==> src/rtl/capcmp_pkg.sv <==
package capcmp_pkg;
  typedef struct packed {
    logic tick;
    logic clrOvf;
  } capcmpStrobe_t;

  localparam logic [3:0] ADR_CTRL  = 4'd0;
  localparam logic [3:0] ADR_PRESC = 4'd1;
  localparam logic [3:0] ADR_TOP   = 4'd2;
  localparam logic [3:0] ADR_FLAGS = 4'd3;
  localparam logic [3:0] ADR_CMP0  = 4'd4;
  localparam logic [3:0] ADR_CAP0  = 4'd8;
  localparam logic [3:0] ADR_EVT0  = 4'd10;
  localparam logic [3:0] ADR_COUNT = 4'd12;
endpackage

==> src/rtl/capcmp_ctrl.sv <==
module capcmp_ctrl
  import capcmp_pkg::*;
#(
  parameter int TW   = 16,
  parameter int PW   = 10,
  parameter int NCMP = 4,
  parameter int NCAP = 2,
  parameter int ECW  = 8
) (
  input  logic                 clk,
  input  logic                 rstN,
  input  logic                 wrEn,
  input  logic [3:0]           regAddr,
  input  logic [TW-1:0]        wrData,
  input  logic [TW-1:0]        cntVal,
  input  logic [NCAP*TW-1:0]   capFlat,
  input  logic [NCAP*ECW-1:0]  evtFlat,
  input  logic [NCAP:0]        flags,
  output logic [TW-1:0]        rdData,
  output capcmpStrobe_t        strobe,
  output logic [NCAP-1:0]      clrCap,
  output logic                 run,
  output logic                 center,
  output logic [NCMP-1:0]      polarity,
  output logic [NCAP-1:0]      edgeSel,
  output logic [PW-1:0]        presc,
  output logic [TW-1:0]        top,
  output logic [NCMP*TW-1:0]   cmpShadow
);
  localparam int CTRL_W = 2 + NCMP + NCAP;

  logic [CTRL_W-1:0] ctrlReg;
  logic [PW-1:0]     preCnt;
  logic [TW-1:0]     cmpReg [NCMP];
  logic              flagWr;

  assign run      = ctrlReg[0];
  assign center   = ctrlReg[1];
  assign polarity = ctrlReg[2 +: NCMP];
  assign edgeSel  = ctrlReg[2+NCMP +: NCAP];
  assign flagWr   = wrEn && (regAddr == ADR_FLAGS);

  assign strobe.tick   = run && (preCnt == presc);
  assign strobe.clrOvf = flagWr && wrData[0];
  assign clrCap        = flagWr ? wrData[NCAP:1] : '0;

  always_ff @(posedge clk) begin
    if (!rstN) begin
      ctrlReg <= '0;
      presc   <= '0;
      top     <= '0;
    end else if (wrEn) begin
      if (regAddr == ADR_CTRL)  ctrlReg <= wrData[CTRL_W-1:0];
      if (regAddr == ADR_PRESC) presc   <= wrData[PW-1:0];
      if (regAddr == ADR_TOP)   top     <= wrData;
    end
  end

  always_ff @(posedge clk) begin
    if (!rstN || !run || strobe.tick) preCnt <= '0;
    else                              preCnt <= preCnt + PW'(1);
  end

  for (genvar i = 0; i < NCMP; i++) begin : gCmp
    localparam logic [3:0] MY_ADR = 4'(ADR_CMP0 + i);
    always_ff @(posedge clk) begin
      if (!rstN) cmpReg[i] <= '0;
      else if (wrEn && regAddr == MY_ADR) cmpReg[i] <= wrData;
    end
    assign cmpShadow[i*TW +: TW] = cmpReg[i];
  end

  always_comb begin
    rdData = '0;
    if (regAddr == ADR_CTRL)  rdData = TW'(ctrlReg);
    if (regAddr == ADR_PRESC) rdData = TW'(presc);
    if (regAddr == ADR_TOP)   rdData = top;
    if (regAddr == ADR_FLAGS) rdData = TW'(flags);
    if (regAddr == ADR_COUNT) rdData = cntVal;
    for (int i = 0; i < NCMP; i++)
      if (regAddr == 4'(ADR_CMP0 + i)) rdData = cmpReg[i];
    for (int j = 0; j < NCAP; j++) begin
      if (regAddr == 4'(ADR_CAP0 + j)) rdData = capFlat[j*TW +: TW];
      if (regAddr == 4'(ADR_EVT0 + j)) rdData = TW'(evtFlat[j*ECW +: ECW]);
    end
  end
endmodule

==> src/rtl/capcmp_datapath.sv <==
module capcmp_datapath
  import capcmp_pkg::*;
#(
  parameter int TW       = 16,
  parameter int NCMP     = 4,
  parameter int NCAP     = 2,
  parameter int ECW      = 8,
  parameter int FILT_LEN = 4
) (
  input  logic                clk,
  input  logic                rstN,
  input  capcmpStrobe_t       strobe,
  input  logic [NCAP-1:0]     clrCap,
  input  logic                run,
  input  logic                center,
  input  logic [NCMP-1:0]     polarity,
  input  logic [NCAP-1:0]     edgeSel,
  input  logic [TW-1:0]       top,
  input  logic [NCMP*TW-1:0]  cmpShadow,
  input  logic [NCAP-1:0]     capIn,
  output logic [TW-1:0]       cntVal,
  output logic [NCAP*TW-1:0]  capFlat,
  output logic [NCAP*ECW-1:0] evtFlat,
  output logic [NCAP:0]       flags,
  output logic [NCMP-1:0]     pwmOut
);
  localparam logic [TW-1:0] ONE = TW'(1);

  logic [TW-1:0]   cntNext;
  logic            countDown, dirNext, boundary, goDown, ovfFlag;
  logic [TW-1:0]   cmpAct [NCMP];
  logic [NCAP-1:0] capFlags;

  always_comb begin
    cntNext  = cntVal;
    dirNext  = countDown;
    boundary = 1'b0;
    goDown   = countDown || (cntVal >= top);
    if (!run) begin
      cntNext = '0;
      dirNext = 1'b0;
    end else if (strobe.tick) begin
      if (!center) begin
        dirNext = 1'b0;
        if (cntVal >= top) begin
          cntNext  = '0;
          boundary = 1'b1;
        end else cntNext = cntVal + ONE;
      end else if (top == '0 || cntVal == '0 && countDown) begin
        cntNext = '0;
        dirNext = 1'b0;
      end else if (goDown) begin
        cntNext = cntVal - ONE;
        dirNext = 1'b1;
        if (cntVal == ONE) begin
          dirNext  = 1'b0;
          boundary = 1'b1;
        end
      end else cntNext = cntVal + ONE;
    end
  end

  always_ff @(posedge clk) begin
    if (!rstN) begin
      cntVal    <= '0;
      countDown <= 1'b0;
      ovfFlag   <= 1'b0;
      pwmOut    <= '0;
      for (int i = 0; i < NCMP; i++) cmpAct[i] <= '0;
    end else begin
      cntVal    <= cntNext;
      countDown <= dirNext;
      if (boundary)           ovfFlag <= 1'b1;
      else if (strobe.clrOvf) ovfFlag <= 1'b0;
      for (int i = 0; i < NCMP; i++) begin
        if (!run || boundary) cmpAct[i] <= cmpShadow[i*TW +: TW];
        pwmOut[i] <= run ? ((cntVal < cmpAct[i]) ^ polarity[i]) : polarity[i];
      end
    end
  end

  for (genvar j = 0; j < NCAP; j++) begin : gCap
    logic                s1, s2, level, flagQ, allSame, hit;
    logic [FILT_LEN-2:0] hist;
    logic [FILT_LEN-1:0] window;
    logic [TW-1:0]       capQ;
    logic [ECW-1:0]      evtQ;

    assign window  = {hist, s2};
    assign allSame = (&window) | ~(|window);
    assign hit     = strobe.tick && allSame && (window[0] != level)
                     && (window[0] != edgeSel[j]);

    always_ff @(posedge clk) begin
      if (!rstN) begin
        s1 <= 1'b0; s2 <= 1'b0; level <= 1'b0; flagQ <= 1'b0;
        hist <= '0; capQ <= '0; evtQ <= '0;
      end else begin
        s1 <= capIn[j];
        s2 <= s1;
        if (strobe.tick) begin
          hist <= window[FILT_LEN-2:0];
          if (allSame) level <= window[0];
        end
        if (hit) begin
          capQ  <= cntVal;
          evtQ  <= evtQ + ECW'(1);
          flagQ <= 1'b1;
        end else if (clrCap[j]) flagQ <= 1'b0;
      end
    end

    assign capFlags[j]            = flagQ;
    assign capFlat[j*TW +: TW]    = capQ;
    assign evtFlat[j*ECW +: ECW]  = evtQ;
  end

  assign flags = {capFlags, ovfFlag};
endmodule

==> src/rtl/capcmp_pwm.sv <==
module capcmp_pwm
  import capcmp_pkg::*;
#(
  parameter int TW       = 16,
  parameter int PW       = 10,
  parameter int NCMP     = 4,
  parameter int NCAP     = 2,
  parameter int ECW      = 8,
  parameter int FILT_LEN = 4
) (
  input  logic            clk,
  input  logic            rstN,
  input  logic            wrEn,
  input  logic [3:0]      regAddr,
  input  logic [TW-1:0]   wrData,
  output logic [TW-1:0]   rdData,
  input  logic [NCAP-1:0] capIn,
  output logic [NCMP-1:0] pwmOut,
  output logic            ovfIrq,
  output logic [NCAP-1:0] capIrq
);
  capcmpStrobe_t        strobe;
  logic                 tickStrobe, run, center;
  logic [NCAP-1:0]      clrCap, edgeSel;
  logic [NCMP-1:0]      polarity;
  logic [PW-1:0]        presc;
  logic [TW-1:0]        top, cntVal;
  logic [NCMP*TW-1:0]   cmpShadow;
  logic [NCAP*TW-1:0]   capFlat;
  logic [NCAP*ECW-1:0]  evtFlat;
  logic [NCAP:0]        flags;

  assign tickStrobe = strobe.tick;
  assign ovfIrq     = flags[0];
  assign capIrq     = flags[NCAP:1];

  capcmp_ctrl #(.TW(TW), .PW(PW), .NCMP(NCMP), .NCAP(NCAP), .ECW(ECW)) uCtrl (
    .clk(clk), .rstN(rstN), .wrEn(wrEn), .regAddr(regAddr), .wrData(wrData),
    .cntVal(cntVal), .capFlat(capFlat), .evtFlat(evtFlat), .flags(flags),
    .rdData(rdData), .strobe(strobe), .clrCap(clrCap), .run(run),
    .center(center), .polarity(polarity), .edgeSel(edgeSel), .presc(presc),
    .top(top), .cmpShadow(cmpShadow)
  );

  capcmp_datapath #(.TW(TW), .NCMP(NCMP), .NCAP(NCAP), .ECW(ECW),
                    .FILT_LEN(FILT_LEN)) uData (
    .clk(clk), .rstN(rstN), .strobe(strobe), .clrCap(clrCap), .run(run),
    .center(center), .polarity(polarity), .edgeSel(edgeSel), .top(top),
    .cmpShadow(cmpShadow), .capIn(capIn), .cntVal(cntVal), .capFlat(capFlat),
    .evtFlat(evtFlat), .flags(flags), .pwmOut(pwmOut)
  );
endmodule

==> config.mk <==
export PLATFORM = sky130hd
export DESIGN_NAME = capcmp_pwm
export DESIGN_NICKNAME = d
export VERILOG_FILES = /design/src/rtl/capcmp_pkg.sv /design/src/rtl/capcmp_ctrl.sv /design/src/rtl/capcmp_datapath.sv /design/src/rtl/capcmp_pwm.sv
export SDC_FILE = /design/constraint.sdc
export NUM_CORES = 1
export LEC_CHECK = 0
export ABC_AREA = 1
export BUFFER_PORTS_ARGS = -buffer_cell sky130_fd_sc_hd__buf_2
export CORE_ASPECT_RATIO = 1.4
export CORE_UTILIZATION = 42
export CTS_BUF_LIST = sky130_fd_sc_hd__clkbuf_8 sky130_fd_sc_hd__clkbuf_16
export DETAILED_ROUTE_END_ITERATION = 8
export PLACE_DENSITY = 0.59
export SYNTH_ARGS = -nofsm -noshare
export SYNTH_HDL_FRONTEND = slang
export SYNTH_SLANG_ARGS = --single-unit
==> constraint.sdc <==
create_clock -name clk -period 6.7 [get_ports clk]
set_input_delay 1.005 -clock clk [delete_from_list [all_inputs] [get_ports clk]]
set_output_delay 1.005 -clock clk [all_outputs]
set_load 0.01 [all_outputs]
# Word level (Yosys, flattened, before mapping)

Memory sizes are Yosys's and may differ from the RTL's.
Cells that the tools add are included.

Register bits after elaboration: 128
Memory bits (writable): 128
Output and inout port bits: 23
Logic and storage cells: 170
Memories kept: 2

Memories:

| name         | words | bits a word | rd ports | clocked after Yosys merged registers in | write ports | RTL line              | RTL |
|---|---|---|---|---|---|---|---|
| uCtrl.cmpReg | 4     | 16          | 4        | 0                                       | 4           | capcmp_ctrl.sv:34     | `logic [TW-1:0] cmpReg [NCMP];` |
| uData.cmpAct | 4     | 16          | 4        | 0                                       | 4           | capcmp_datapath.sv:31 | `logic [TW-1:0] cmpAct [NCMP];` |

Add/sub/neg operators: 5
Magnitude comparators: 5
Eq/ne operators: 19
Multiplexer cells: 63
Bitwise gates (word level): 16
Reduce and logical (&&, ||, !) cells: 38

Operators by type and width:

| operator                                           | count |
|---|---|
| 2-to-1 mux 16 bit                                  | 23 |
| less-than comparator 16 bit                        | 4 |
| 2-to-1 mux 1 bit                                   | 37 |
| logical NOT 16 bit                                 | 2 |
| == test 4 bit, second input constant               | 5 |
| adder 16 x 1 -> 16 bit, second input constant      | 1 |
| adder 8 x 1 -> 8 bit, second input constant        | 2 |
| == test 16 x 1 -> 1 bit, second input constant     | 1 |
| == test 4 x 3 -> 1 bit, second input constant      | 4 |
| >= comparator 16 bit                               | 1 |
| subtractor 16 x 1 -> 16 bit, second input constant | 1 |
| logical AND 1 bit                                  | 14 |
| AND reduction 2 bit                                | 7 |
| adder 10 x 1 -> 10 bit, second input constant      | 1 |
| == test 10 bit                                     | 1 |
| 2-to-1 mux 10 bit                                  | 1 |
| bitwise OR 1 bit                                   | 10 |
| == test 4 x 2 -> 1 bit, second input constant      | 2 |
| 2-to-1 mux 8 bit                                   | 1 |
| AND reduction 4 bit                                | 2 |
| OR reduction 4 bit                                 | 2 |
| nonzero test 2 bit                                 | 3 |
| logical OR 1 bit                                   | 5 |
| == test 4 x 1 -> 1 bit, second input constant      | 1 |
| other kinds (7)                                    | 15 |

# Longest topological paths before layout

Depth in word-level cells: 14
Depth in mapped cells: 19

# Hierarchy

A second synthesis with hierarchy kept.

Cells, all modules: 1770
Area total of the unflattened synthesis: 14074.7 µm²

Modules (own cells, without submodules):

| module          | instances | cells each | area an instance (µm²) | sequential area each (µm²) |
|---|---|---|---|---|
| capcmp_datapath | 1         | 1065       | 8515.7                 | 3603.5 |
| capcmp_ctrl     | 1         | 705        | 5559.1                 | 2802.7 |

# Worst setup path after synthesis

Ideal clock, no wire load.

Kind: input to register
From: input port rstN
To: memory uData.cmpAct[0][0], enable pin
Arrival: 2.843 ns
Path slack: 3.167 ns
Cell stages on the path: 6
Buffers on the path: 3
Path through: buf_4 -> nand2_1 -> inv_1 -> clkbuf_1 -> clkbuf_1 -> nand2_1

RTL lines:

| what               | RTL line              | RTL |
|---|---|---|
| start: declaration | capcmp_pwm.sv:12      | `input logic rstN,` |
| end: declaration   | capcmp_datapath.sv:31 |  |

# Worst setup path after layout

From: input port regAddr[2]
To: output port rdData[4]

Longest elaborated chain between the ends: 14
Elaborated cells between the ends (all ways): 26
Classes of those cells: eq/ne (12); mux (13); reduce/logical (1)

Ends and longest elaborated chain:

| what                            | RTL line          | RTL |
|---|---|---|
| start: declaration              | capcmp_pwm.sv:14  | `input logic [3:0] regAddr,` |
| logical NOT 4 bit               | capcmp_ctrl.sv:75 | `if (regAddr == ADR_CTRL) rdData = TW'(ctrlReg);` |
| 2-to-1 mux 8 bit                | capcmp_ctrl.sv:75 |  |
| 2-to-1 mux 10 bit               | capcmp_ctrl.sv:76 | `if (regAddr == ADR_PRESC) rdData = TW'(presc);` |
| 2-to-1 mux 16 bit               | capcmp_ctrl.sv:77 | `if (regAddr == ADR_TOP) rdData = top;` |
| 2-to-1 mux 16 bit               | capcmp_ctrl.sv:78 | `if (regAddr == ADR_FLAGS) rdData = TW'(flags);` |
| 2-to-1 mux 16 bit               | capcmp_ctrl.sv:79 | `if (regAddr == ADR_COUNT) rdData = cntVal;` |
| 2-to-1 mux 16 bit (4 in series) | capcmp_ctrl.sv:81 | `if (regAddr == 4'(ADR_CMP0 + i)) rdData = cmpReg[i];` |
| 2-to-1 mux 16 bit               | capcmp_ctrl.sv:83 | `if (regAddr == 4'(ADR_CAP0 + j)) rdData = capFlat[j*TW +: TW];` |
| 2-to-1 mux 16 bit               | capcmp_ctrl.sv:84 | `if (regAddr == 4'(ADR_EVT0 + j)) rdData = TW'(evtFlat[j*ECW +: ECW]);` |
| 2-to-1 mux 16 bit               | capcmp_ctrl.sv:83 |  |
| 2-to-1 mux 16 bit (*)           | capcmp_ctrl.sv:84 |  |
| end: declaration                | capcmp_pwm.sv:16  | `output logic [TW-1:0] rdData,` |

Every way passes the cells marked *; elsewhere a longest branch is shown, timed or not.

==> out/summary.md <==
* **result of the run** completed
* **total count of hold-check failures in the final report** 0
* **leading cell type in the layout, fill and taps excluded** nand2_1
* **Power per Cell Area** 224.0 mW/mm^2
* **setup TNS** 0 ps
* **RePlAce Congestion** 0.9613
* **proportion of power drawn by the clock network** 42.8%
* **largest fanout on the critical path** 14
* **reg2reg start** uData.cntVal[5]
* **H-tree level count** 1
* **number of top-level design ports** 48
* **Die Width** 159.2 um
* **vias in the first global route** 11780
* **via total after detailed routing** 12220
* **global-route wire length before repair** 70.39 mm
* **largest net degree at the start of global routing** 66
* **switching power of the nets** 900.4 uW
* **number of clock sinks seen by CTS** 256
* **endpoint kind of the worst setup timing path** output port
* **GRT met1 Usage** 29.74%
* **core region area** 0.03403 mm^2
* **number of flip-flops and latches in the synthesized netlist** 256
* **antenna diode instance count** 0
* **worst hold start** uData.gCap[1].s1
* **Filler cells** 3419
* **Overall Global Routing Usage** 26.56%
* **transition time of the tightest slew-check pin** 1268 ps
* **layer with the highest usage** met2
* **first-pass iteration count of the detailed router** 5
* **cell-by-cell listing of the critical path** buf_2 -> inv_1 -> nor2_1 -> inv_1 -> nor2_1 -> inv_1 -> nor2_1 -> nor3_1 -> nand3_1 -> nor2_1 -> nand2_1 -> nand2_1 -> nand3_1 -> buf_2
* **Die ar.** 0.03534 mm^2
* **Post-Syn Instances** 1792
* **number of warning messages in the yosys log** 0
* **post-synth cell types** 43
* **required time at the endpoint of the critical path** 5690 ps
* **final period utilization** 60.91%
* **type of the worst setup path** in -> out
* **share of final-layout standard cells stronger than drive strength 1** 10.77%
* **clk slew on worst S/H paths** 60 ps
* **maximum clock skew at final layout** 11.05 ps
* **CP Data Arrival Time** 3080 ps
* **timing-limited maximum frequency** 0.2450 GHz
* **delay of the slowest critical-path stage** 680 ps
* **total of endpoints with negative setup slack in the final report** 0
* **total number of placement rows** 80
* **Avg Inst Size Synth** 8.104 um^2
* **number of antenna violations at the first check in global routing** 0
* **post-cts repair resize count** 0
* **met2 Resource Use GR** 46.84%
* **Primary FF master, synth** edfxtp_1
* **Most Frequent Cell on Critical Path** nor2_1
* **HPWL after detailed placement** 35.48 mm
* **pre-CTS WS** 2663 ps
* **CTS Buf Count** 27
* **commonest non-fill, non-tap cells in the layout** 311 x nand2_1, 304 x inv_1, 181 x nor2_1
* **max-cap violations** 0
* **netlist area before placement** 0.01452 mm^2
* **crit path from** regAddr[2]
* **Leakage** 7.163 nW
* **routed len/inst** 20.33 um
* **internal power summed over all cells** 2.686 mW
* **grt total ovfl** 0
* **Worst Hold Class** reg -> reg
* **Seq/Total Area, Yosys** 44.11%
* **nature of the critical path startpoint** primary input
* **CP max stage cell** nor2_1
* **maximum VDD drop** 0.0001961 V
* **Slew Limit Fails** 0
* **vertical die dimension** 222.0 um
* **async set-or-reset flop fraction in the synthesized netlist** 0%
* **area added between synthesis and finish** 10.22%
* **Detailed Route Iter0 Violations** 904
* **later-pin clock latency in the skew report** 550 ps
* **TritonCTS clock tree** built
* **number of flops mapped to enable cells by yosys** 128
* **RSZ-0062 raised after global routing** no
* **worst relative slew slack** 15.17%
* **setup bufs post-CTS** 0
* **syn_nets** 1899
* **buffer depth of the longest clock path** 3
* **post-detailed-route count of antenna-violating nets** 0
* **Final Routed Wirelength** 46.72 mm
* **global routing met3 resource utilization** 3.311%
* **Post-CTS Hold Buffers** 0
* **Vias/cell** 5.316
* **remaining routing DRC violations** 0
* **switch share** 25.11%
* **time the worst path needs with I/O delays and setup** 4081 ps
* **share of power burned in registers** 48.4%
* **layout net count** 1934
* **worst setup margin** 2619 ps
* **PortBufs** 47
* **Logic pwr share** 8.8%
* **root buffer selected by CTS** clkbuf_16
* **effective utilization at floorplan** 42.67%
power groups by stage:
stage / Combinational [mW] / Sequential (mW) / Clock (mW)
2_1_floorplan: 0.222 / 1.75 / 0
3_3_place_gp: 0.310 / 1.77 / 0
3_5_place_dp: 0.314 / 1.77 / 0
4_1_cts: 0.316 / 1.74 / 1.56
5_1_grt: 0.346 / 1.74 / 1.62
6_report: 0.316 / 1.74 / 1.53
path summary, 6_finish.rpt:
path,to,slack (ps),cells after the start
max,rdData[4],2620,14
min,uData.gCap[1].s2,420,2
max reg2reg,uData.cmpAct[3][7],2990,12
min reg2reg,uData.gCap[1].s2,420,2
worst max-delay path, delay by kind of cell:
kind	cells	cell delay [ps]
buf+inv	5	690
simple gates	9	1370
Yosys cell counts, types with 6 or more instances:
master    count  area share [%]
nor2_4       58             4.5
nor2_1      181             4.7
dfxtp_1     128              18
nor2_2       10            0.43
inv_2        10            0.26
buf_4         7            0.36
nand4_1      37             1.6
buf_12        6            0.83
inv_1       297             7.7
a21oi_1     153             5.3
edfxtp_1    128              26
xor2_1       36             2.2
o21ai_0      96             3.3
nand3_1      76             2.6
o22ai_1      15            0.65
nand2_1     312             8.1
a211oi_1      9            0.47
ha_1         82             7.1
clkbuf_1     35            0.90
nor3_1       30             1.0
o21ai_1      23            0.79
buf_2        13            0.45
cell type report:
class / count / area [um^2] / share of cell area, %
Tap cell: 451 / 564.3 / 3.525
Sequential cell: 256 / 6406 / 40.02
Timing Repair Buffer: 68 / 392.9 / 2.454
Clock buffer: 30 / 728.2 / 4.549
Multi-Input combinational cell: 1164 / 6586 / 41.15
Clock inverter: 19 / 165.2 / 1.032
Inverter: 310 / 1164 / 7.270
per-stage QoR:
| stage | hold slack (ps) | instances | instance area (um^2) | total power [mW] | utilization, % |
|---|---|---|---|---|---|
| final | 418.3 | 2298 | 16010 | 3.586 | 47.03 |
| after global routing | 457.8 | 2298 | 16010 | 3.702 | 47.03 |
| after CTS | 424.9 | 2298 | 16010 | 3.611 | 47.03 |
| after detailed placement | 407.4 | 2249 | 15110 | 2.084 | 44.41 |
| after global placement | 401.8 | 2249 | 15110 | 2.079 | 44.41 |
| after floorplan | 390.5 | 1792 | 14520 | 1.975 | - |
registers in the layout, summed over array words and instances, names as in the netlist:
name,cells
uCtrl.cmpReg,64
uData.cmpAct,64
uData.gCap.capQ,32
uCtrl.top,16
uData.cntVal,16
uData.gCap.evtQ,16
uCtrl.preCnt,10
uCtrl.presc,10
uCtrl.ctrlReg,8
uData.gCap.hist,6
uData.pwmOut,4
uData.gCap.flagQ,2
uData.gCap.level,2
uData.gCap.s1,2
uData.gCap.s2,2
uData.countDown,1
uData.ovfFlag,1
per-layer routing:
metal  vias up  routed length, um
li1       5911                  -
met1      5696              17490
met2       461              22910
met3       149               2798
met4         0               3530
met5         -                  0
logic make-up after synthesis:
logic type,after synthesis,synth area share [%]
AOI/OAI and AO/OA,320,11.84
xor gates and xnor gates,39,2.352
adders and majority gates,82,7.065
buffers and inverters,372,10.58
DFF,256,44.11
and+or+nand+nor,723,24.05
Note: power is estimated with default switching activity, not from simulation.
